===== src/rtl/mp_serial_tx.sv =====
module mp_serial_tx #(
  parameter int DATA_W   = 8,
  parameter int GAP_BITS = 11
) (
  input  logic                      clk,
  input  logic                      rst_n,
  input  logic                      tick,
  input  logic [$clog2(DATA_W)-1:0] cfg_len,
  input  logic                      cfg_par_en,
  input  logic                      cfg_par_even,
  input  logic                      cfg_two_stop,
  input  logic                      cfg_addr_mode,
  input  logic                      in_valid,
  output logic                      in_ready,
  input  logic [DATA_W-1:0]         in_data,
  input  logic                      in_is_addr,
  output logic                      tx
);
  localparam int FRAME_W = DATA_W + 5;
  localparam int CNT_W   = $clog2(FRAME_W) + 1;
  localparam int GAP_W   = $clog2(GAP_BITS + 1);

  typedef enum logic [1:0] {S_IDLE, S_GAP, S_SEND} st_t;
  st_t st;

  logic [FRAME_W-1:0] sh, frame_c;
  logic [CNT_W-1:0]   left, len_c;
  logic [GAP_W-1:0]   gap;
  logic               accept, need_gap;

  assign in_ready = (st == S_IDLE);
  assign accept   = in_valid && in_ready;
  assign need_gap = !cfg_addr_mode && in_is_addr;
  assign tx       = (st == S_SEND) ? sh[0] : 1'b1;

  always_comb begin
    int   pos;
    int   nbits;
    logic par;
    frame_c    = '1;
    frame_c[0] = 1'b0;
    par        = 1'b0;
    nbits      = int'(cfg_len) + 1;
    for (int i = 0; i < DATA_W; i++) begin
      if (i < nbits) begin
        frame_c[1+i] = in_data[i];
        par          = par ^ in_data[i];
      end
    end
    pos = 1 + nbits;
    if (cfg_addr_mode) begin
      frame_c[pos] = in_is_addr;
      par          = par ^ in_is_addr;
      pos          = pos + 1;
    end
    if (cfg_par_en) begin
      frame_c[pos] = par ^ !cfg_par_even;
      pos          = pos + 1;
    end
    pos   = pos + (cfg_two_stop ? 2 : 1);
    len_c = CNT_W'(pos - 1);
  end

  always_ff @(posedge clk or negedge rst_n) begin
    if (!rst_n) begin
      st   <= S_IDLE;
      sh   <= '1;
      left <= '0;
      gap  <= '0;
    end else begin
      case (st)
        S_IDLE: if (accept) begin
          sh   <= frame_c;
          left <= len_c;
          gap  <= GAP_W'(GAP_BITS - 1);
          st   <= need_gap ? S_GAP : S_SEND;
        end
        S_GAP: if (tick) begin
          if (gap == '0) st <= S_SEND;
          else           gap <= gap - 1'b1;
        end
        S_SEND: if (tick) begin
          if (left == '0) st <= S_IDLE;
          else begin
            sh   <= {1'b1, sh[FRAME_W-1:1]};
            left <= left - 1'b1;
          end
        end
        default: st <= S_IDLE;
      endcase
    end
  end


  idle_high_chk: assert property (@(posedge clk) disable iff (!rst_n)
    in_ready |-> tx);


  start_low_chk: assert property (@(posedge clk) disable iff (!rst_n)
    (accept && !need_gap) |=> (!tx && !in_ready));


  gap_high_chk: assert property (@(posedge clk) disable iff (!rst_n)
    (accept && need_gap) |=> (tx && !in_ready));


  hold_chk: assert property (@(posedge clk) disable iff (!rst_n)
    (!tick && !accept) |=> $stable(tx));


  stop_end_chk: assert property (@(posedge clk) disable iff (!rst_n)
    $rose(in_ready) |-> $past(tx));
endmodule


===== config.mk =====
export PLATFORM = sky130hd
export DESIGN_NAME = mp_serial_tx
export DESIGN_NICKNAME = d
export VERILOG_FILES = /design/src/rtl/mp_serial_tx.sv
export SDC_FILE = /design/constraint.sdc
export NUM_CORES = 1
export LEC_CHECK = 0
export CORE_ASPECT_RATIO = 0.9
export CORE_UTILIZATION = 40
export DETAILED_ROUTE_END_ITERATION = 12
export HOLD_SLACK_MARGIN = 0.06
export PLACE_DENSITY = 0.68
export SETUP_SLACK_MARGIN = 0.5
export SLEW_MARGIN = 40
export SYNTH_ARGS = -nofsm -noshare
export SYNTH_HDL_FRONTEND = slang
export SYNTH_SLANG_ARGS = --single-unit

===== constraint.sdc =====
create_clock -name clk -period 3.3 [get_ports clk]
set_input_delay 0.99 -clock clk [delete_from_list [all_inputs] [get_ports clk]]
set_output_delay 0.99 -clock clk [all_outputs]
set_load 0.02 [all_outputs]

==> flow_metrics.tcl <==
set metrics [dict create \
    status "completed" \
    clk_latency_ns 0.27 \
    grt_util_met2 0.401 \
    hp-class "flop to flop" \
    globalplace.congestion 0.851 \
    start_kind "input pin" \
    htreeDepth 1 \
    drc 0 \
    setup_viol 0 \
    vias 3018 \
    drtIter0Drc 352 \
    crit_slowest_cell "ha_4" \
    fillCellCount 526 \
    min_period_ns 3.26 \
    p_leak_nw 1.74 \
    dr.pass1.iters 5 \
    layout.nets 482 \
    die_w_microns 89.5 \
    dpl.hpwl_microns 6300 \
    yosys.area_share.simple 0.218 \
    crit_required_ns 3.45 \
    drv_cap 0 \
    power_switching_uw 921 \
    powerDensity_nw_per_um2 508 \
    rrSetupSlack_ns 1.18 \
    syn_inst 335 \
    path_cells "buf_6, buf_8, inv_8, ha_4, xnor2_4, inv_2, ha_4, mux2_4, ha_4, inv_4, ha_4, a21o_1, a21oi_2, xnor2_2, xnor2_1, o221ai_1" \
    grt-busiest-layer "met2" \
    cpPeakStageDelay_ns 0.29 \
    yosysTopAreaCellShare 0.124 \
    ys_seq_area_frac 0.224 \
    seq_power_share 0.273 \
    hold_slack_ns 0.495 \
    intPower_mw 1.17 \
    clockPowerShare 0.087 \
    synth_area_sq_um 2760 \
    cts_tree "built" \
    grt_usage 0.243 \
    use_met3 0.0457 \
    synthAdderAreaFrac 0.0890 \
    reg2reg_from "left[0]" \
    die_height_microns 80.7 \
    min_from "sh[4]" \
    synth_top_family_by_area "compound AO/OA/AOI/OAI gates" \
    initial_core_util 0.416 \
    switching_share 0.440 \
    ys.flop_type "dfstp_2" \
    diodes 0 \
    antenna_found_initial 0 \
    die-area_sq_um 7220 \
    fin_ws_ns 0.0424 \
    synth_cell_types 70 \
    grt_use_met1 0.327 \
    async_flop_share 1.00 \
    yosysWarnings 0 \
    yosysTopAreaCell "dfstp_2" \
    grt_pass1_vias 2812 \
    syn_area_per_cell_sq_um 8.22 \
    wl_per_cell_microns 15.9 \
    drive_above_1_share 0.423 \
    cts_hold_buffers 0 \
    design_power_total_mw 2.09 \
    synth_nets 374 \
    slew_viol_final 0 \
    crit_arrival_ns 3.41 \
    grt_max_degree 25 \
    ys_ff_latch 24 \
    rows 28 \
    critPathKind "input pin to flop" \
    muxShareOfSynthArea 0.0404 \
    synth-edff-count 0 \
    postRouteWirelength_microns 8460 \
    critPathMostFrequentCell "ha_4" \
    syn_to_final_growth_pct 49.4 \
    dp.cells 506 \
    dp_slack_ns -0.695 \
    clock.fmax_ghz 0.307 \
    combPwrFrac 0.640 \
    synthTopCellsByArea "dfstp_2 (12%), dfrtp_1 (10%), ha_1 (8.2%)" \
    hold_depth 2 \
    rr_worst_depth 8 \
    coreArea_sq_um 6620 \
    ir_worst_vdd_uv 225 \
    synth_compound_area_frac 0.271 \
    worst_pin_slew_ns 0.483 \
    ios 22 \
    end_kind "flop" \
    cts_sinks 24 \
    period_share 0.987 \
    grt_pass1_wl_microns 13300 \
    holdPathEnd "sh[3]" \
    cts_made_buffers 3 \
    path_max_fanout 5 \
    clk_root_buffer_cell "clkbuf_8" \
    finalClockSkew_ns 0.00399 \
    antenna_left 0 \
    port_buffers 21 \
    cts_buffer_depth 2 \
    clk_pin_slew_ns 0.09 \
    rsz0062_at_grt "true" \
    grt-ovfl-total 0 \
    synth_xor_area_frac 0.0831 \
    finalNonFillerCells 532 \
    worstReg2RegEnd "sh[4]" \
    final-hold-violation-count 0 \
    slew-limit-headroom 0.678 \
    avgViaCountPerCell 5.67 \
]
## timing repair
item / in CTS / in global routing
gates resized for setup: 38 / 25
buffers inserted: 18 / 4
pin swaps: 19 / 25
setup endpoints to repair: 18 / 19
## registers in the layout, summed over array words and instances, names as in the netlist
signal / flops
gap: 4
sh: 13
st: 2
left: 5
## cell usage in the layout, fill, tap and decap left out, drive strengths merged, types with 5 or more instances in the layout
cell           synthesis  routed
a211oi                 7       7
a21oi                 34      34
a31oi                  6       6
and3                   6       6
buf                    8     101
clkdlybuf4s50          0      17
dfrtp                 11      11
dfstp                 13      13
ha                    18      18
inv                   22      22
mux2i                 10      10
nand2                 34      34
nand2b                 5       5
nand3                 14      14
nor2                  24      24
nor3                  11      11
o21ai                 20      20
or3                    6       6
xnor2                 13      13
## synthesized netlist by cell type (5+ instances only)
cell	instances
a21oi_1	34
a31oi_1	6
clkbuf_1	7
dfrtp_1	11
dfstp_2	13
ha_1	18
inv_1	22
mux2i_1	10
nand2_1	34
nand2b_1	5
nand3_1	14
nor2_1	23
nor3_1	9
o21ai_0	17
or3_1	6
xnor2_1	10
## final cells by class
class / instances / area, sq um / area share
clock inverter: 1 / 3.75 / 0.000912
tap: 90 / 113 / 0.0274
inverter: 22 / 95.1 / 0.0231
clock buffer: 3 / 41.3 / 0.0100
sequential: 24 / 618 / 0.150
timing repair buffer: 120 / 998 / 0.243
multi-input combinational: 272 / 2250 / 0.546
## worst max-delay path: cells and delay by family
family / cells / cell delay, ns
compound gates: 3 / 0.46
fa+ha+maj: 4 / 0.92
mux: 1 / 0.28
buf+inv: 5 / 0.32
xor+xnor: 3 / 0.42
## through the flow
stage | area [sq um] | TNS [ns] | util
after floorplan | 2900 | -0.338 | -
after global placement | 3670 | -6.94 | 0.555
after detailed placement | 3670 | -8.22 | 0.555
after CTS | 3980 | 0 | 0.601
after global routing | 4120 | -0.0271 | 0.622
final | 4120 | 0 | 0.622
## worst max path at each step
stage,start,to,slack [ns],cells past startpoint
after floorplan,cfg_len[0],left[4],-0.13,16
after global placement,cfg_len[1],left[4],-0.59,15
after detailed placement,cfg_len[1],left[4],-0.70,15
after CTS,cfg_len[0],left[4],0.002,16
after global routing,cfg_len[0],left[4],-0.03,16
final,cfg_len[0],left[4],0.04,16
## cells by family after synthesis
logic type / after synthesis
adders and majority gates: 19
muxes: 11
xor gates and xnor gates: 19
DFF: 24
AOI/OAI and AO/OA: 107
and+or+nand+nor: 116
buffers and inverters: 39
## power groups by stage
stage | logic [mW] | clock network [mW] | registers [mW]
final | 1.34 | 0.182 | 0.571
after global routing | 1.47 | 0.200 | 0.588
after CTS | 1.26 | 0.186 | 0.566
after detailed placement | 1.20 | 0 | 0.571
after global placement | 1.16 | 0 | 0.564
after floorplan | 0.828 | 0 | 0.522
## per-layer routing
metal / up-vias / routed length, microns
met4: 0 / 208
met5: - / 0
li1: 1436 / -
met2: 108 / 4020
met3: 21 / 483
met1: 1453 / 3750
Note: power is estimated with default switching activity, not from simulation.
